--- config.mk ---
export PLATFORM = sky130hd
export DESIGN_NAME = dma_tenure_governor
export DESIGN_NICKNAME = d
export VERILOG_FILES = /design/src/rtl/tenure_pkg.sv /design/src/rtl/tenure_limit_decode.sv /design/src/rtl/tenure_timer.sv /design/src/rtl/dma_tenure_governor.sv
export SDC_FILE = /design/constraint.sdc
export NUM_CORES = 1
export LEC_CHECK = 0
export CAP_MARGIN = 10
export CORE_AREA = 2 2 79 81
export CTS_CLUSTER_SIZE = 20
export DETAILED_ROUTE_END_ITERATION = 6
export DIE_AREA = 0 0 81 83
export DONT_BUFFER_PORTS = 1
export SLEW_MARGIN = 20
export SYNTH_ARGS = -nofsm -noshare
export SYNTH_HDL_FRONTEND = slang
export SYNTH_SLANG_ARGS = --single-unit
--- constraint.sdc ---
create_clock -name clk -period 2.7 [get_ports clk]
set_input_delay 0.405 -clock clk [delete_from_list [all_inputs] [get_ports clk]]
set_output_delay 0.405 -clock clk [all_outputs]
set_load 0.02 [all_outputs]
--- src/rtl/tenure_pkg.sv ---
package tenure_pkg;

   typedef enum logic [1:0] {
      PH_IDLE = 2'd0,
      PH_ON   = 2'd1,
      PH_OFF  = 2'd2
   } phase_t;

   // microseconds selected by a cap code; code 7 yields 0 (no cap)
   function automatic int unsigned cap_us(input int unsigned code, input int unsigned base_us);
      if (code >= 7) return 0;
      return base_us << code;
   endfunction

   // microseconds selected by a gap code; code 0 yields 0 (no gap)
   function automatic int unsigned gap_us(input int unsigned code, input int unsigned base_us);
      if (code == 0) return 0;
      return base_us << (code - 1);
   endfunction

endpackage

--- src/rtl/tenure_limit_decode.sv ---
module tenure_limit_decode
   import tenure_pkg::*;
#(
   parameter int unsigned CODE_W      = 3,
   parameter int unsigned BASE_US     = 16,
   parameter int unsigned CLKS_PER_US = 200,
   parameter int unsigned CNT_W       = 18,
   parameter bit          GAP_TABLE   = 1'b0
) (
   input  logic [CODE_W-1:0] code,
   output logic [CNT_W-1:0]  limit_cycles,
   output logic              unlimited
);

   localparam int unsigned LAST_CODE = (1 << CODE_W) - 1;

   initial begin
      assert (CODE_W == 3) else $fatal(1, "tenure_limit_decode: CODE_W must be 3");
      assert (BASE_US >= 1) else $fatal(1, "tenure_limit_decode: BASE_US must be positive");
   end

   generate
      if (GAP_TABLE) begin : g_gap
         always_comb begin
            limit_cycles = CNT_W'(gap_us(int'(code), BASE_US) * CLKS_PER_US);
            unlimited    = 1'b0;
         end
      end else begin : g_cap
         always_comb begin
            limit_cycles = CNT_W'(cap_us(int'(code), BASE_US) * CLKS_PER_US);
            unlimited    = (int'(code) == LAST_CODE);
         end
      end
   endgenerate

endmodule

--- src/rtl/tenure_timer.sv ---
module tenure_timer #(
   parameter int unsigned CNT_W = 18
) (
   input  logic             clk,
   input  logic             rst_n,
   input  logic             load,
   input  logic [CNT_W-1:0] load_val,
   output logic             expired
);

   logic [CNT_W-1:0] cnt_q;

   initial assert (CNT_W >= 2) else $fatal(1, "tenure_timer: CNT_W too small");

   always_ff @(posedge clk or negedge rst_n) begin
      if (!rst_n)           cnt_q <= '0;
      else if (load)        cnt_q <= load_val;
      else if (cnt_q != '0) cnt_q <= cnt_q - 1'b1;
   end

   assign expired = (cnt_q == '0);

   // a_r3_timer_counts_down: a nonzero count without load decreases by one
   a_r3_timer_counts_down: assert property (@(posedge clk) disable iff (!rst_n)
      (!load && !expired) |=> ($past(cnt_q) - 1'b1 == cnt_q));

endmodule

--- src/rtl/dma_tenure_governor.sv ---
module dma_tenure_governor
   import tenure_pkg::*;
#(
   parameter int unsigned CLKS_PER_US = 200,
   parameter int unsigned BASE_US     = 16,
   parameter int unsigned CODE_W      = 3
) (
   input  logic              clk,
   input  logic              rst_n,
   input  logic [CODE_W-1:0] cap_code,
   input  logic [CODE_W-1:0] gap_code,
   input  logic              dma_want,
   input  logic              bus_grant,
   input  logic              xfer_done,
   output logic              req_ok,
   output logic              must_release
);

   localparam int unsigned MAX_US  = BASE_US << ((1 << CODE_W) - 2);
   localparam int unsigned MAX_CYC = MAX_US * CLKS_PER_US;
   localparam int unsigned CNT_W   = $clog2(MAX_CYC + 1);

   initial begin
      assert (CLKS_PER_US >= 1) else $fatal(1, "dma_tenure_governor: CLKS_PER_US must be positive");
      assert (CODE_W == 3) else $fatal(1, "dma_tenure_governor: CODE_W must be 3");
   end

   phase_t           phase_q;
   logic             hold_q;
   logic [CNT_W-1:0] cap_cyc, gap_cyc, load_val;
   logic             cap_open, gap_unused;
   logic             timer_load, timer_zero;
   logic             start_on, end_on, cap_hit;

   tenure_limit_decode #(
      .CODE_W(CODE_W), .BASE_US(BASE_US), .CLKS_PER_US(CLKS_PER_US),
      .CNT_W(CNT_W), .GAP_TABLE(1'b0)
   ) u_cap_dec (
      .code(cap_code), .limit_cycles(cap_cyc), .unlimited(cap_open)
   );

   tenure_limit_decode #(
      .CODE_W(CODE_W), .BASE_US(BASE_US), .CLKS_PER_US(CLKS_PER_US),
      .CNT_W(CNT_W), .GAP_TABLE(1'b1)
   ) u_gap_dec (
      .code(gap_code), .limit_cycles(gap_cyc), .unlimited(gap_unused)
   );

   tenure_timer #(.CNT_W(CNT_W)) u_timer (
      .clk(clk), .rst_n(rst_n), .load(timer_load), .load_val(load_val),
      .expired(timer_zero)
   );

   always_comb begin
      start_on   = (phase_q == PH_IDLE) && dma_want && bus_grant;
      cap_hit    = (phase_q == PH_ON) && !hold_q && timer_zero && bus_grant && !xfer_done;
      end_on     = (phase_q == PH_ON) && (!bus_grant || xfer_done || cap_hit);
      timer_load = start_on || end_on;
      if (start_on) load_val = (cap_open || cap_cyc == '0) ? '0 : cap_cyc - 1'b1;
      else          load_val = (gap_cyc == '0) ? '0 : gap_cyc - 1'b1;
   end

   always_ff @(posedge clk or negedge rst_n) begin
      if (!rst_n) begin
         phase_q <= PH_IDLE;
         hold_q  <= 1'b0;
      end else begin
         unique case (phase_q)
            PH_IDLE: if (start_on) begin
               phase_q <= PH_ON;
               hold_q  <= cap_open;
            end
            PH_ON: if (end_on) begin
               phase_q <= (gap_cyc == '0) ? PH_IDLE : PH_OFF;
            end
            PH_OFF: if (timer_zero) phase_q <= PH_IDLE;
            default: phase_q <= PH_IDLE;
         endcase
      end
   end

   assign req_ok       = (phase_q == PH_IDLE);
   assign must_release = cap_hit;

   // R2 entry only on want and grant together
   a_r2_enter_on_request: assert property (@(posedge clk) disable iff (!rst_n)
      (req_ok && dma_want && bus_grant) |=> !req_ok);
   a_r2_stay_idle: assert property (@(posedge clk) disable iff (!rst_n)
      (req_ok && !(dma_want && bus_grant)) |=> req_ok);
   // R3 release pulse is single and closes the tenure
   a_r3_single_pulse: assert property (@(posedge clk) disable iff (!rst_n)
      must_release |=> !must_release);
   a_r3_pulse_ends_tenure: assert property (@(posedge clk) disable iff (!rst_n)
      must_release |=> (phase_q != PH_ON));
   // R4 uncapped tenure never gets a release pulse
   a_r4_no_pulse_when_open: assert property (@(posedge clk) disable iff (!rst_n)
      (phase_q == PH_ON && hold_q) |-> !must_release);
   // R5 finishing transfer suppresses the pulse
   a_r5_done_beats_cap: assert property (@(posedge clk) disable iff (!rst_n)
      (xfer_done || !bus_grant) |-> !must_release);
   // R9 the rest gap blocks requests until its timer runs out
   a_r9_gap_holds: assert property (@(posedge clk) disable iff (!rst_n)
      (phase_q == PH_OFF && !timer_zero) |=> (phase_q == PH_OFF && !req_ok));

endmodule

## Word-level counts from Yosys, hierarchy flattened

Cells that the tools add are included.

| storage, ports and cells | value |
|---|---|
| bits in registers | 21 |
| output and inout bits | 2 |
| word-level logic and storage cells | 55 |
| input bits | 11 |

| operators by class | value |
|---|---|
| multiplexer cells | 14 |
| shift operators | 2 |
| magnitude comparators | 1 |
| equality and inequality tests | 6 |
| add/subtract/negate cells | 4 |
| reduce and logical (&&, ||, !) cells | 23 |
| $mul | 2 |

Operators with widths:

| operator | number |
|---|---|
| 18-bit 2-to-1 mux | 5 |
| 32-bit by 5-bit multiplier with 15-bit output, second input constant | 2 |
| 32-bit 2-to-1 mux | 2 |
| 18-bit zero test | 3 |
| 18-bit by 1-bit subtractor with 18-bit output, second input constant | 3 |
| 5-bit by 3-bit << shifter with 32-bit output, first input constant | 1 |
| 5-bit by 32-bit << shifter with 32-bit output, first input constant | 1 |
| 18-bit nonzero test | 1 |
| 2-bit 2-to-1 mux | 4 |
| 1-bit logical AND | 7 |
| 2-bit case mux with 3 select lines | 1 |
| 1-bit logical OR | 4 |
| 2-bit != test, second input constant | 2 |
| 3-bit by 1-bit subtractor with 4-bit output, second input constant | 1 |
| 3-bit == test, second input constant | 1 |
| 3-bit >= comparator, second input constant | 1 |
| 1-bit zero test | 3 |
| 3-bit zero test | 1 |
| 3-bit AND reduction | 1 |
| 2-bit by 1-bit == test with 1-bit output, second input constant | 1 |
| 2-bit == test, second input constant | 1 |
| 2-bit zero test | 1 |
| 1-bit 2-to-1 mux | 2 |
| 2-bit by 1-bit != test with 1-bit output, second input constant | 1 |
| 2 further kinds | 2 |

## Logic depth before layout (Yosys ltp)

| logic depth | value |
|---|---|
| depth after elaboration | 9 |
| depth in mapped cells | 18 |

## Cells and area by module

From an unflattened synthesis, not the netlist that was laid out.

| unflattened totals | value |
|---|---|
| cells, all modules | 421 |
| area, all modules | 3465.8 um^2 |

Modules (own cells, without submodules):

| module | area an instance (um^2) | cells an instance | instances | sequential area each (um^2) |
|---|---|---|---|---|
| tenure_timer | 1141.1 | 127 | 1 | 450.4 |
| dma_tenure_governor | 980.9 | 140 | 1 | 75.1 |
| tenure_limit_decode (u_gap_dec) | 810.8 | 92 | 1 | 0.0 |
| tenure_limit_decode (u_cap_dec) | 533.0 | 62 | 1 | 0.0 |

## Worst setup path after synthesis

No wires, ideal clock.

| timing path | value |
|---|---|
| path type | input-to-reg |
| from | input port gap_code[1] |
| to | register u_timer.cnt_q[4] |
| stages | 16 |
| library setup time | 0.133 ns |
| path buffers | 1 |
| data arrival time | 4.417 ns |
| slack | -1.850 ns |
| data required time | 2.567 ns |
| cell sequence | clkbuf_1 -> clkinv_1 -> ha_1 -> or3_1 -> o21a_1 -> nor2_1 -> ha_1 -> ha_1 -> ha_1 -> fa_1 -> nor4b_1 -> o211ai_1 -> a2111oi_0 -> nor2_1 -> o31ai_4 -> a31oi_1 |

| on the way | value |
|---|---|
| cells in the longest elaborated chain, start to end | 8 |
| elaborated cells between the ends (all ways) | 11 |
| those cells by class | add/sub: 2; mul: 1; shift: 1; mux: 5; reduce/logical: 2 |

Ends and longest elaborated chain:

| element | RTL line | text |
|---|---|---|
| from (decl) | dma_tenure_governor.sv:11 | `input logic [CODE_W-1:0] gap_code,` |
| 3-bit by 1-bit subtractor with 4-bit output / 3-bit zero test (equally long branches) | tenure_pkg.sv:18, tenure_pkg.sv:17 |  |
| 5-bit by 32-bit << shifter with 32-bit output / 1-bit 2-to-1 mux (equally long branches) | tenure_pkg.sv:18, tenure_pkg.sv:17 |  |
| 32-bit 2-to-1 mux (*) | tenure_pkg.sv:18 | `return base_us << (code - 1);` |
| 32-bit by 5-bit multiplier with 15-bit output (*) | tenure_limit_decode.sv:25 | `limit_cycles = CNT_W'(gap_us(int'(code), BASE_US) * CLKS_PER_US);` |
| 18-bit by 1-bit subtractor with 18-bit output / 18-bit zero test (equally long branches) | dma_tenure_governor.sv:60 | `else load_val = (gap_cyc == '0) ? '0 : gap_cyc - 1'b1;` |
| 18-bit 2-to-1 mux (*) | dma_tenure_governor.sv:60 |  |
| 18-bit 2-to-1 mux (*) | dma_tenure_governor.sv:59 | `if (start_on) load_val = (cap_open \|\| cap_cyc == '0) ? '0 : cap_cyc - 1'b1;` |
| 18-bit 2-to-1 mux (*) | tenure_timer.sv:17 | `else if (load) cnt_q <= load_val;` |
| to (signal assigned) | tenure_timer.sv:17 |  |
| to (signal assigned) | tenure_timer.sv:18 | `else if (cnt_q != '0) cnt_q <= cnt_q - 1'b1;` |
| to (decl) | tenure_timer.sv:11 | `logic [CNT_W-1:0] cnt_q;` |

Every way passes the cells marked *; elsewhere a longest branch is shown, timed or not.
A chain may end at the register's enable or synchronous reset.

## Final worst setup path

| timing path | value |
|---|---|
| from | input port gap_code[0] |
| to | register u_timer.cnt_q[3] |

The elaborated chain is that of the path after synthesis.

==> flow_metrics.tcl <==
set metrics [dict create \
    period_needed_ns 3.55 \
    synth_cell_type_count 55 \
    synth_top_cell_area_share_pct 20.5 \
    switching_share_pct 41.5 \
    slew_headroom_pct 47.2 \
    crit_end "u_timer.cnt_q[3]$_DFFE_PN0P_" \
    synth_seq_area_share_pct 20.5 \
    start_util_pct 44.0 \
    finalSetupViolations 19 \
    arrival_ns 3.67 \
    r2r_slack_ns 0.30 \
    crit_required_ns 2.82 \
    status "complete, but fails checks" \
    worst_slack_ns -0.851 \
    cts_inserted_buffers 3 \
    ys_seq_elements 21 \
    final_cells 438 \
    clock_skew_ns 0.00284 \
    r2r-end "u_timer.cnt_q[3]$_DFFE_PN0P_" \
    portBuffers 0 \
    drv_cap 0 \
    crit_type "primary input to flip-flop" \
    rsz0062_at_grt "yes" \
    synth_ff_type "dfrtp_1" \
    finalCritPeriodShare_pct 132 \
    cts_tree "built" \
    intPower_mw 1.02 \
    dp_cells 424 \
    slew_viol_final 0 \
    clkLatencyLatePin_ns 0.27 \
    die_area_sq_um 6720 \
    end_kind "flip-flop" \
    p_leak_nw 1.49 \
    syn-instance-count 308 \
    ant_nets 0 \
    vias 2308 \
    n_antenna_cell 0 \
    die_y_microns 83 \
    hold_class "primary input to asynchronous set/reset pin" \
    num_rows 28 \
    seqPwrFrac_pct 35.5 \
    viasPerCell 5.27 \
    synth.area.top_cells "dfrtp_1 21%, ha_1 16%, xnor2_1 5.5%" \
    drt_first_iter_violations 101 \
    core_sq_um 5820 \
    drc_errors 0 \
    grt_max_degree 22 \
    hpwl_microns 5110 \
    fp.dieW_microns 81 \
    combPwrFrac_pct 52.3 \
    cp-startpoint "gap_code[0]" \
    worst_pin_slew_ns 0.789 \
    async_flop_share_pct 100 \
    fillerInstances 542 \
    yosysWarnings 0 \
    synth_enable_flop_cells 0 \
    fmax_mhz 282 \
    clockPowerShare_pct 12.2 \
    first_global_vias 2405 \
    start_kind "primary input" \
    wl_microns 6700 \
    nNetsFinal 413 \
    r2r_cells 8 \
    netlist_area_sq_um 2560 \
    placed_area_sq_um 3150 \
    yosysTopAreaCell "dfrtp_1" \
    power_density_nw_per_um2 502 \
    syn_avg_cell_area_sq_um 8.30 \
    wire_per_inst_microns 15.3 \
    grt_pass1_wl_microns 11600 \
    ios 13 \
    postLayoutCellArea_sq_um 3470 \
    h-tree-depth 1 \
    vdd_drop_max_mv 0.281 \
    drive_above_1_share_pct 34.2 \
    switching_power_mw 0.722 \
    violations "setup timing" \
    cts_sinks 21 \
    path_clk_slew_ns 0.08 \
    cts-root-buf "clkbuf_8" \
    final_cell_mix "54 x buf_4, 25 x nand2_1, 24 x nor2_1, 21 x dfrtp_1, 20 x ha_1" \
    r2r_start "u_timer.cnt_q[0]$_DFFE_PN0P_" \
    grt_remaining_overflow 0 \
    grt_antenna_before_repair 0 \
    dr.pass1.iters 4 \
    final_common_cell "buf_4" \
    gp_congestion 0.907 \
    cts.path.max_buffers 2 \
    finalHoldViolCount 0 \
    grt.total_usage_pct 21.7 \
    crit_fanout 12 \
    syn_to_final_growth_pct 35.7 \
]
## worst max-delay path: stages
cell	delay [ns]
clkinvlp_4	0.11
ha_4	0.18
or3_4	0.39
o21a_4	0.23
nor2_4	0.14
ha_4	0.23
ha_4	0.23
ha_4	0.15
fa_1	0.44
nor4b_2	0.23
o211ai_1	0.19
a2111oi_4	0.30
nor2_4	0.09
o31ai_4	0.27
a21oi_1	0.07
## synthesized netlist by cell type, types with 3 or more instances
master,n
a211oi_1,5
a21o_1,4
a21oi_1,18
a22oi_1,3
and2_1,6
clkbuf_1,7
dfrtp_1,21
fa_1,5
ha_1,33
inv_1,20
nand2_1,29
nand2b_1,4
nand3_1,5
nor2_1,28
nor2b_1,7
nor3_1,11
nor3b_1,3
o211ai_1,5
o21ai_0,12
o31ai_1,3
or3_1,6
xnor2_1,16
xor2_1,14
## flip-flops by register name, summed over array words and instances (netlist names)
name	flops
u_timer.cnt_q	18
phase_q	2
hold_q	1
## final cells by class
class / instances / area [sq um] / area share, %
sequential: 21 / 526 / 15.1
multi-input combinational: 261 / 2290 / 65.9
clock buffer: 3 / 41.3 / 1.19
tap: 75 / 93.8 / 2.70
inverter: 21 / 95.1 / 2.74
timing repair buffer: 56 / 422 / 12.2
clock inverter: 1 / 5.00 / 0.144
## metal layers
layer | global-route usage (%) | share of wire [%]
met1 | 30.0 | 48
met2 | 36.1 | 49
met3 | 1.74 | 2.1
met4 | 5.39 | 1.5
met5 | 0 | 0
## power groups by stage
| stage | sequential (mW) | combinational (mW) | clock [mW] |
|---|---|---|---|
| final | 0.618 | 0.912 | 0.212 |
| after detailed placement | 0.610 | 0.806 | 0 |
| after floorplan | 0.565 | 0.652 | 0 |
| after global routing | 0.645 | 1.01 | 0.229 |
| after CTS | 0.608 | 0.897 | 0.218 |
| after global placement | 0.604 | 0.797 | 0 |
## stage by stage
step / utilization (%) / total power, mW / hold slack (ns) / setup TNS, ns / setup WS (ns)
floorplan: - / 1.22 / 0.109 / -20.11 / -1.32
global placement: 54.2 / 1.40 / 0.110 / -21.35 / -1.37
detailed placement: 54.2 / 1.42 / 0.110 / -23.20 / -1.50
CTS: 59.4 / 1.72 / 0.358 / -12.19 / -0.831
global route: 59.7 / 1.88 / 0.123 / -15.70 / -1.05
finish: 59.7 / 1.74 / 0.0857 / -12.53 / -0.851
## kinds of logic after synthesis
kind of cell | count (synthesis) | synth area share [%]
adders and majority gates | 38 | 20.1
and+or+nand+nor | 118 | 24.7
xor gates and xnor gates | 31 | 11.2
AOI/OAI and AO/OA | 65 | 17.4
other | 2 | 0.294
muxes | 1 | 0.440
buffers and inverters | 32 | 5.38
DFF | 21 | 20.5
## how the worst min path moves through the flow
| stage | cells past startpoint | end |
|---|---|---|
| global route | 1 | u_timer.cnt_q[10]$_DFFE_PN0P_ |
| CTS | 2 | u_timer.cnt_q[17]$_DFFE_PN0P_ |
| floorplan | 0 | hold_q$_DFFE_PN0P_ |
| finish | 1 | u_timer.cnt_q[10]$_DFFE_PN0P_ |
| detailed placement | 0 | phase_q[0]$_DFFE_PN0P_ |
| global placement | 0 | phase_q[0]$_DFFE_PN0P_ |
## timing repair
item	4_1_cts	5_1_grt
cloned	1	0
setup buffers	7	1
hold endpoints to repair	21	0
endpoints found under the setup margin	20	20
pin swaps	19	6
resized for setup	32	6
hold buffers	1	0
No activity file was read; power rests on OpenSTA's default activity.
